<file path="src/rtl/sflag_pkg.sv">
package sflag_pkg;
  localparam int STAT_W   = 8;
  localparam int B_TXE    = 7;
  localparam int B_RXF    = 6;
  localparam int B_OVR    = 5;
  localparam int B_FRM    = 4;
  localparam int B_PAR    = 3;
  localparam int B_TEND   = 2;
  localparam int B_MPR    = 1;
  localparam int B_MPT    = 0;
  localparam int CLR_LO   = 3;
  localparam int CLR_N    = STAT_W - CLR_LO;
  localparam logic [STAT_W-1:0] STAT_RST = 8'h84;
endpackage

</file>
<file path="src/rtl/sflag_arm.sv">
module sflag_arm #(
  parameter int N = 5
) (
  input  logic         clk,
  input  logic         rst,
  input  logic         rd,
  input  logic         wr,
  input  logic [N-1:0] wbits,
  input  logic [N-1:0] flags,
  output logic [N-1:0] clr
);
  logic [N-1:0] arm_q;

  for (genvar i = 0; i < N; i++) begin : g_arm
    always_ff @(posedge clk) begin
      if (rst)                 arm_q[i] <= 1'b0;
      else if (wr)             arm_q[i] <= 1'b0;
      else if (rd && flags[i]) arm_q[i] <= 1'b1;
    end
    assign clr[i] = wr & ~wbits[i] & arm_q[i];

    // a write following a write can never be armed
    a_r12_write_drops_arm: assert property (@(posedge clk) disable iff (rst)
      wr |=> !arm_q[i]);
  end
endmodule

</file>
<file path="src/rtl/sflag_tx.sv">
module sflag_tx (
  input  logic clk,
  input  logic rst,
  input  logic tx_en,
  input  logic tx_load,
  input  logic tx_last,
  input  logic wr_txbuf,
  input  logic sw_clr_txe,
  output logic txe,
  output logic tend
);
  logic txe_set, txe_clr, tend_set, tend_clr;

  assign txe_set  = ~tx_en | tx_load;
  assign txe_clr  = wr_txbuf | sw_clr_txe;
  assign tend_set = tx_last & txe;
  assign tend_clr = wr_txbuf | sw_clr_txe;

  always_ff @(posedge clk) begin
    if (rst) begin
      txe  <= 1'b1;
      tend <= 1'b1;
    end else begin
      if (txe_set)       txe <= 1'b1;
      else if (txe_clr)  txe <= 1'b0;
      if (tend_set)      tend <= 1'b1;
      else if (tend_clr) tend <= 1'b0;
    end
  end

  a_r3_txe_when_disabled: assert property (@(posedge clk) disable iff (rst)
    !tx_en |=> txe);
  a_r3_txe_cleared_by_write: assert property (@(posedge clk) disable iff (rst)
    wr_txbuf && tx_en && !tx_load |=> !txe);
  a_r4_tend_on_last: assert property (@(posedge clk) disable iff (rst)
    tx_last && txe |=> tend);
  a_r11_set_beats_clear: assert property (@(posedge clk) disable iff (rst)
    tx_load && (wr_txbuf || sw_clr_txe) |=> txe);
endmodule

</file>
<file path="src/rtl/sflag_rx.sv">
module sflag_rx #(
  parameter int DATA_W = 8
) (
  input  logic              clk,
  input  logic              rst,
  input  logic              rx_done,
  input  logic [DATA_W-1:0] rx_data,
  input  logic              rx_par,
  input  logic              rx_stop,
  input  logic              rx_mpb,
  input  logic              par_en,
  input  logic              par_odd,
  input  logic              rd_rxbuf,
  input  logic [3:0]        sw_clr,
  output logic              rxf,
  output logic              ovr,
  output logic              frm,
  output logic              perr,
  output logic              mpr,
  output logic [DATA_W-1:0] rx_buf
);
  logic take, par_bad, ovr_set, frm_set, per_set, good;

  assign take    = rx_done & ~rxf;
  assign par_bad = par_en & ((^{rx_data, rx_par}) != par_odd);
  assign ovr_set = rx_done & rxf;
  assign frm_set = take & ~rx_stop;
  assign per_set = take & par_bad;
  assign good    = take & rx_stop & ~par_bad;

  always_ff @(posedge clk) begin
    if (rst) begin
      rxf    <= 1'b0;
      ovr    <= 1'b0;
      frm    <= 1'b0;
      perr   <= 1'b0;
      mpr    <= 1'b0;
      rx_buf <= '0;
    end else begin
      if (good)                       rxf <= 1'b1;
      else if (rd_rxbuf || sw_clr[3]) rxf <= 1'b0;
      if (ovr_set)        ovr  <= 1'b1;
      else if (sw_clr[2]) ovr  <= 1'b0;
      if (frm_set)        frm  <= 1'b1;
      else if (sw_clr[1]) frm  <= 1'b0;
      if (per_set)        perr <= 1'b1;
      else if (sw_clr[0]) perr <= 1'b0;
      if (take)           mpr  <= rx_mpb;
      if (good)           rx_buf <= rx_data;
    end
  end

  a_r6_overrun_flags: assert property (@(posedge clk) disable iff (rst)
    rx_done && rxf |=> ovr);
  a_r6_overrun_keeps_buf: assert property (@(posedge clk) disable iff (rst)
    rx_done && rxf |=> $stable(rx_buf) && $stable(mpr));
  a_r7_frame_blocks_rxf: assert property (@(posedge clk) disable iff (rst)
    rx_done && !rxf && !rx_stop |=> frm && !rxf);
  a_r5_read_clears_rxf: assert property (@(posedge clk) disable iff (rst)
    rd_rxbuf && !rx_done |=> !rxf);
endmodule

</file>
<file path="src/rtl/serial_flag_reg.sv">
module serial_flag_reg
  import sflag_pkg::*;
#(
  parameter int DATA_W = 8
) (
  input  logic              clk,
  input  logic              rst,
  input  logic              cpu_rd_stat,
  input  logic              cpu_wr_stat,
  input  logic [7:0]        cpu_wdata,
  input  logic              cpu_wr_txbuf,
  input  logic              cpu_rd_rxbuf,
  input  logic              tx_en,
  input  logic              tx_load,
  input  logic              tx_last,
  input  logic              rx_done,
  input  logic [DATA_W-1:0] rx_data,
  input  logic              rx_par,
  input  logic              rx_stop,
  input  logic              rx_mpb,
  input  logic              par_en,
  input  logic              par_odd,
  output logic [7:0]        stat,
  output logic [DATA_W-1:0] rx_buf
);
  logic [CLR_N-1:0] clr;
  logic txe, tend, rxf, ovr, frm, perr, mpr, mpt;

  sflag_arm #(.N(CLR_N)) u_arm (
    .clk(clk), .rst(rst), .rd(cpu_rd_stat), .wr(cpu_wr_stat),
    .wbits(cpu_wdata[STAT_W-1:CLR_LO]), .flags(stat[STAT_W-1:CLR_LO]),
    .clr(clr)
  );

  sflag_tx u_tx (
    .clk(clk), .rst(rst), .tx_en(tx_en), .tx_load(tx_load),
    .tx_last(tx_last), .wr_txbuf(cpu_wr_txbuf),
    .sw_clr_txe(clr[B_TXE-CLR_LO]), .txe(txe), .tend(tend)
  );

  sflag_rx #(.DATA_W(DATA_W)) u_rx (
    .clk(clk), .rst(rst), .rx_done(rx_done), .rx_data(rx_data),
    .rx_par(rx_par), .rx_stop(rx_stop), .rx_mpb(rx_mpb),
    .par_en(par_en), .par_odd(par_odd), .rd_rxbuf(cpu_rd_rxbuf),
    .sw_clr(clr[B_RXF-CLR_LO:0]), .rxf(rxf), .ovr(ovr), .frm(frm),
    .perr(perr), .mpr(mpr), .rx_buf(rx_buf)
  );

  always_ff @(posedge clk) begin
    if (rst)              mpt <= 1'b0;
    else if (cpu_wr_stat) mpt <= cpu_wdata[B_MPT];
  end

  always_comb begin
    stat         = '0;
    stat[B_TXE]  = txe;
    stat[B_RXF]  = rxf;
    stat[B_OVR]  = ovr;
    stat[B_FRM]  = frm;
    stat[B_PAR]  = perr;
    stat[B_TEND] = tend;
    stat[B_MPR]  = mpr;
    stat[B_MPT]  = mpt;
  end

  a_r1_reset_value: assert property (@(posedge clk)
    $past(rst) && !rst |-> stat == STAT_RST);
  a_r2_unarmed_write_holds: assert property (@(posedge clk) disable iff (rst)
    cpu_wr_stat && $past(cpu_wr_stat) && stat[B_OVR] |=> stat[B_OVR]);
  a_r9_write_keeps_ro: assert property (@(posedge clk) disable iff (rst)
    cpu_wr_stat && !rx_done && !tx_last && !cpu_wr_txbuf && !stat[B_TXE]
      |=> $stable(stat[B_MPR]) && $stable(stat[B_TEND]));
  a_r10_mpt_written: assert property (@(posedge clk) disable iff (rst)
    cpu_wr_stat |=> stat[B_MPT] == $past(cpu_wdata[B_MPT]));
endmodule

</file>
<file path="config.mk">
export PLATFORM = sky130hd
export DESIGN_NAME = serial_flag_reg
export DESIGN_NICKNAME = d
export VERILOG_FILES = /design/src/rtl/sflag_pkg.sv /design/src/rtl/sflag_arm.sv /design/src/rtl/sflag_tx.sv /design/src/rtl/sflag_rx.sv /design/src/rtl/serial_flag_reg.sv
export SDC_FILE = /design/constraint.sdc
export NUM_CORES = 1
export LEC_CHECK = 0
export CAP_MARGIN = 20
export CORE_MARGIN = 3
export CORE_UTILIZATION = 41
export CTS_CLUSTER_DIAMETER = 30
export DETAILED_ROUTE_END_ITERATION = 16
export PLACE_DENSITY = 0.86
export SLEW_MARGIN = 20
export SYNTH_ARGS = -nofsm -noshare
export SYNTH_HDL_FRONTEND = slang
export SYNTH_HIERARCHICAL = 1
export SYNTH_SLANG_ARGS = --single-unit
</file>
<file path="constraint.sdc">
create_clock -name clk -period 2.6 [get_ports clk]
set_input_delay 0.26 -clock clk [delete_from_list [all_inputs] [get_ports clk]]
set_output_delay 0.26 -clock clk [all_outputs]
set_load 0.02 [all_outputs]
</file>
==> results of run 1 <==
## metal layers
metal	share of wire, %	track usage, %
met1	41	15.90
met2	50	28.78
met3	9.4	3.944
met4	0	5.106
met5	0	0
## layout by cell type, fill, tap and decap left out, types with 2 or more instances in the layout
cell,netlist,layout
a21oi_1,7,7
clkdlybuf4s50_1,0,44
dfxtp_1,21,21
nand2b_1,3,3
clkbuf_4,0,3
mux2i_1,2,2
inv_1,3,3
xnor2_1,6,6
nor3_1,5,5
nand2_1,5,5
nor2_1,10,10
a22o_1,8,8
## synth_stat cells
| library cell | number |
|---|---|
| clkbuf_1 | 1 |
| xnor2_1 | 6 |
| mux2i_1 | 2 |
| inv_1 | 3 |
| buf_6 | 1 |
| xnor2_2 | 1 |
| nor2_1 | 10 |
| nand3_1 | 1 |
| a31o_2 | 1 |
| nand2b_1 | 3 |
| a2111o_1 | 1 |
| nand2_1 | 5 |
| a21oi_1 | 7 |
| o21ai_0 | 1 |
| dfxtp_1 | 21 |
| xnor3_2 | 1 |
| or2_1 | 1 |
| a221o_2 | 1 |
| a211oi_4 | 1 |
| nand3b_1 | 1 |
| and3b_2 | 1 |
| a22o_1 | 8 |
| nor3_1 | 5 |
| nor4b_1 | 1 |
| and2_1 | 1 |
| buf_4 | 8 |
## registers in the layout, summed over array words and instances, names as in the netlist
| signal | count |
|---|---|
| u_rx/rx_buf | 8 |
| u_rx/frm | 1 |
| u_rx/mpr | 1 |
| u_rx/perr | 1 |
| u_tx/tend | 1 |
| u_arm/arm_q | 5 |
| u_rx/ovr | 1 |
| mpt | 1 |
| u_tx/txe | 1 |
| u_rx/rxf | 1 |
## path summary, 6_finish.rpt
path,end,slack [ns],depth (start not counted)
worst max-delay path,u_rx/rx_buf[7],0.64,6
worst min-delay path,u_rx/rx_buf[3],0.49,1
worst max register to register,u_rx/rx_buf[7],1.24,4
worst min register to register,u_rx/rx_buf[3],0.49,1
## power groups by stage
stage / Combinational, mW / Sequential (mW) / Clock (mW)
after floorplan: 0.112 / 0.376 / 0
after global placement: 0.207 / 0.364 / 0
after detailed placement: 0.211 / 0.364 / 0
after CTS: 0.212 / 0.358 / 0.155
after global routing: 0.226 / 0.361 / 0.167
final: 0.209 / 0.358 / 0.147
## final cells by class
| class | instances | area share [%] |
|---|---|---|
| Tap cell | 27 | 2.488 |
| Timing Repair Buffer | 45 | 33.00 |
| Clock buffer | 4 | 1.935 |
| Multi-Input combinational cell | 59 | 30.78 |
| Sequential cell | 21 | 30.97 |
| Inverter | 3 | 0.8295 |
## metrics by stage
step / hold WS, ns / area, um^2 / utilization (%)
2_1_floorplan: 0.3324 / 924.6 / -
3_3_place_gp: 0.4609 / 1331 / 65.20
3_5_place_dp: 0.4571 / 1331 / 65.20
4_1_cts: 0.4916 / 1358 / 66.48
5_1_grt: 0.5140 / 1358 / 66.48
6_report: 0.4885 / 1358 / 66.48
## logic make-up after synthesis
kind of cell,after synthesis,synth area share [%]
muxes,2,2.165
buffers and inverters,13,9.337
and+or+nand+nor,29,15.56
AOI/OAI and AO/OA,20,17.46
xor gates and xnor gates,8,10.01
DFF,21,45.47
==> impl_metrics.tcl, run 1 <==
set metrics [dict create \
    cp_cell_sequence "clkdlybuf4s50_1 -> xnor2_1 -> xnor3_2 -> xnor2_2 -> a211oi_4 -> a22o_1" \
    critPathLaunchType "input pin" \
    max_cap_viol_count 0 \
    synth_fp_nets 124 \
    io_pins 47 \
    grt_max_degree 17 \
    worst_slew_pin_slew_ns 0.4236 \
    nets 164 \
    clockPowerShare_pct 20.6 \
    routed_via_density 4.836 \
    fin_crit_ns 1.959 \
    num_rows 16 \
    clk_pin_slew_ns 0.11 \
    wirelength_um 1923 \
    hold_violations 0 \
    worstSetupPathType "input pin to flop" \
    track_usage_pct 15.23 \
    wire_per_inst_um 12.09 \
    outcome "finished clean" \
    fin_total_pwr_uw 714.4 \
    skew_ns 0.003186 \
    cts_max_level 1 \
    die_y_um 53.49 \
    synth_cell_type_count 26 \
    antenna_cells 0 \
    antenna_found_initial 0 \
    crit_family "XOR/XNOR gates" \
    seqCellArea_um2 420.4 \
    core_area_um2 2042 \
    power.density_nw_per_um2 526.2 \
    synth_cells 93 \
    cts_setup_buffers 0 \
    yosys-top-cells-area "dfxtp_1 45%, a22o_1 7.6%, buf_4 6.5%, xnor2_1 5.7%, nor2_1 4.1%" \
    hold_path_class "flop to flop" \
    gp_congestion 0.7189 \
    hpwl_um 1471 \
    p_int_uw 522.8 \
    hold_buffers 0 \
    seqPwrFrac_pct 50.1 \
    crit_start "rx_data[0]" \
    syn_area_um2 924.6 \
    fp.dieW_um 53.49 \
    avgSynthCellArea_um2 9.942 \
    drt_iter0_drc 8 \
    drive_above_1_share_pct 7.576 \
    drc 0 \
    numCtsBuffers 3 \
    cts.repair.resized 0 \
    setup_viol 0 \
    yosysWarnings 6 \
    slowest_delay_ns 0.50 \
    clockBufferDepth 2 \
    grt_pass1_vias 825 \
    worstPathRequired_ns 2.84 \
    multi_input_area_um2 417.9 \
    ys_seq_area_share_pct 45.47 \
    hold_start "u_rx/rx_buf[3]" \
    p_comb_share_pct 29.3 \
    final_cell_count_no_fill 159 \
    crit_buf_inv 1 \
    grt_first_pass_wirelength_um 3215 \
    root_buffer "clkbuf_4" \
    ys_seq_elements 21 \
    fmax_ghz 0.5106 \
    gr-total-overflow 0 \
    critPathArrivalTime_ns 2.20 \
    max-vdd-ir-drop_v 0.0003402 \
    fin_crit_sh_pct 75.33 \
    synth_largest_area_cell "dfxtp_1" \
    fillers 190 \
    cp_slowest_cell "clkdlybuf4s50_1" \
    place_inst 155 \
    yosysTopAreaCellShare_pct 45.47 \
    rr_startpoint "u_rx/rxf" \
    p_switching_uw 191.6 \
    maxSlewViolCount 0 \
    path_max_fanout 9 \
    vias 769 \
    syn_to_final_growth_pct 46.82 \
    end_kind "flop" \
    p_leak_nw 0.5120 \
    relSlewSlack_pct 71.67 \
    cts_tree "built" \
    detail-route-antenna-nets 0 \
    setup_slack_ns 0.6415 \
    die_area_um2 2861 \
    fin_tns_setup_ns 0 \
    pre_cts_ws_ns 0.3246 \
    p_sw_share_pct 26.82 \
    drt_pass1_iterations 4 \
    cts.sink_count 21 \
    port_buffers 44 \
    worstSkewPairLatency_ns 0.29 \
    initial_utilization_pct 45.28 \
    rsz0062_at_grt "no" \
]
(Power assumes the default switching activity.)
==> run 2, diff against run 1 <==
--- a/config.mk
+++ b/config.mk
@@ -7,10 +7,10 @@
 export LEC_CHECK = 0
 export CAP_MARGIN = 20
 export CORE_MARGIN = 3
-export CORE_UTILIZATION = 41
+export CORE_UTILIZATION = 39
 export CTS_CLUSTER_DIAMETER = 30
 export DETAILED_ROUTE_END_ITERATION = 16
-export PLACE_DENSITY = 0.86
+export PLACE_DENSITY = 0.83
 export SLEW_MARGIN = 20
 export SYNTH_ARGS = -nofsm -noshare
 export SYNTH_HDL_FRONTEND = slang
==> constraint.sdc (replaced) <==
create_clock -name clk -period 2 [get_ports clk]
set_input_delay 0.2 -clock clk [delete_from_list [all_inputs] [get_ports clk]]
set_output_delay 0.2 -clock clk [all_outputs]
set_load 0.02 [all_outputs]
==> run 2 against run 1 <==
- largest power group unchanged
- clock power is 35% higher
- non-clock buffer count increased by 2
- count of clock-buffer cells in the layout unchanged
==> impl_metrics.tcl, run 2 (synthesis results as in run 1) <==
set metrics [dict create \
    setup_slack_ns 0.1237 \
    power.density_nw_per_um2 686.2 \
    antenna_found_initial 0 \
    end_kind "flop" \
    fp.dieW_um 54.69 \
    worstRegToRegCells 4 \
    hold_path_class "input pin to flop" \
    rr_startpoint "u_rx/rxf" \
    die_y_um 54.69 \
    final_cell_mix "44 x clkdlybuf4s50_1, 21 x dfxtp_1, 10 x nor2_1" \
    skew_ns 0.002875 \
    max-vdd-ir-drop_v 0.0004936 \
    port_buffers 44 \
    detail-route-antenna-nets 0 \
    root_buffer "clkbuf_4" \
    grt_max_degree 16 \
    regMostFlops "u_rx/rx_buf" \
    worstPathRequired_ns 2.20 \
    gr-total-overflow 0 \
    rsz0062_at_grt "no" \
    drt_iter0_drc 4 \
    worst_slew_pin_slew_ns 0.2424 \
    hpwl_um 1660 \
    holdWs_ns 0.4701 \
    place_inst 158 \
    worstSetupPathType "input pin to flop" \
    grt_pass1_vias 829 \
    setup_viol 0 \
    worstSkewPairLatency_ns 0.30 \
    relSlewSlack_pct 83.76 \
    initial_utilization_pct 41.40 \
    grt_first_pass_wirelength_um 3394 \
    largest_reg_flops 8 \
    reg2reg_setup_slack_ns 0.65 \
    hold_buffers 0 \
    min_to "u_tx/txe" \
    max_cap_viol_count 0 \
    maxSlewViolCount 0 \
    cts_tree "built" \
    routed_via_density 4.901 \
    critPathArrivalTime_ns 2.07 \
    path_max_fanout 9 \
    cts.repair.resized 0 \
    hold_start "tx_load" \
    core_area_um2 2233 \
    fin_crit_ns 1.876 \
    final_cell_area_um2 1374 \
    nets 166 \
    gp_congestion 0.6641 \
    antenna_cells 0 \
    drc 0 \
    track_usage_pct 16.25 \
    top_regs "u_rx/rx_buf (8), u_arm/arm_q (5)" \
    die_area_um2 2991 \
    numCtsBuffers 3 \
    pre_cts_ws_ns -0.1871 \
    syn_to_final_growth_pct 48.58 \
    num_rows 17 \
    holdPathStages 2 \
    outcome "finished clean" \
    fin_tns_setup_ns 0 \
    io_pins 47 \
    hold_violations 0 \
    wirelength_um 2143 \
    wire_per_inst_um 13.23 \
    r2r_end "u_rx/rx_buf[0]" \
    cts_max_level 1 \
    drive_above_1_share_pct 8.955 \
    critPathLaunchType "input pin" \
    vias 794 \
    final_cell_count_no_fill 162 \
    p_leak_nw 0.5221 \
    drt_pass1_iterations 4 \
    place_area_um2 1348 \
    layout_commonest_cell "clkdlybuf4s50_1" \
    fin_crit_sh_pct 93.81 \
    fmax_ghz 0.5330 \
    cts.sink_count 21 \
    clk_pin_slew_ns 0.11 \
    clockBufferDepth 2 \
    cts_setup_buffers 0 \
]
[run 2: worst max-delay path by stage]
stage,to,slack [ns],cells after the start,startpoint
after CTS,u_rx/rx_buf[0],0.14,7,rx_data[0]
after detailed placement,u_rx/rx_buf[0],-0.19,7,rx_data[0]
final,u_rx/rx_buf[0],0.12,7,rx_data[6]
after global placement,u_rx/rx_buf[1],-0.16,7,rx_data[0]
after floorplan,u_rx/rx_buf[0],0.44,5,rx_data[6]
after global routing,u_rx/rx_buf[0],0.04,7,rx_data[0]
[run 2: report_power, final]
part / leakage (nW) / switching (mW) / internal [mW] / total (mW)
clock: 0.0150 / 0.120 / 0.0777 / 0.198
combinational: 0.336 / 0.122 / 0.158 / 0.280
sequential: 0.172 / 0.0177 / 0.447 / 0.465
[run 2: critical path, stage by stage]
cell	delay [ns]
clkdlybuf4s50_1	0.50
xnor2_1	0.13
xnor3_2	0.48
xnor2_2	0.26
a211oi_4	0.09
buf_4	0.17
a22o_1	0.24
[run 2: layout make-up]
cell class              instances  area (um^2)
fillers                       202        859.6
repair buffers                 47        462.9
flip-flops and latches         21        420.4
multi-input cells              59        417.9
well taps                      28        35.03
clock buffers                   4        26.28
inverters                       3        11.26
[run 2: routing by layer]
layer	vias to the layer above	GRT usage (%)	wire length, um
li1	400	-	-
met1	351	15.28	806
met2	39	29.33	1017
met3	4	6.812	274
met4	0	8.714	45
met5	-	0	0
[run 2: metrics by stage]
step	total power, mW	utilization (%)
after floorplan	0.6341	-
after global placement	0.7472	60.34
after detailed placement	0.7544	60.34
after CTS	0.9554	61.51
after global routing	0.9922	61.51
final	0.9427	61.51
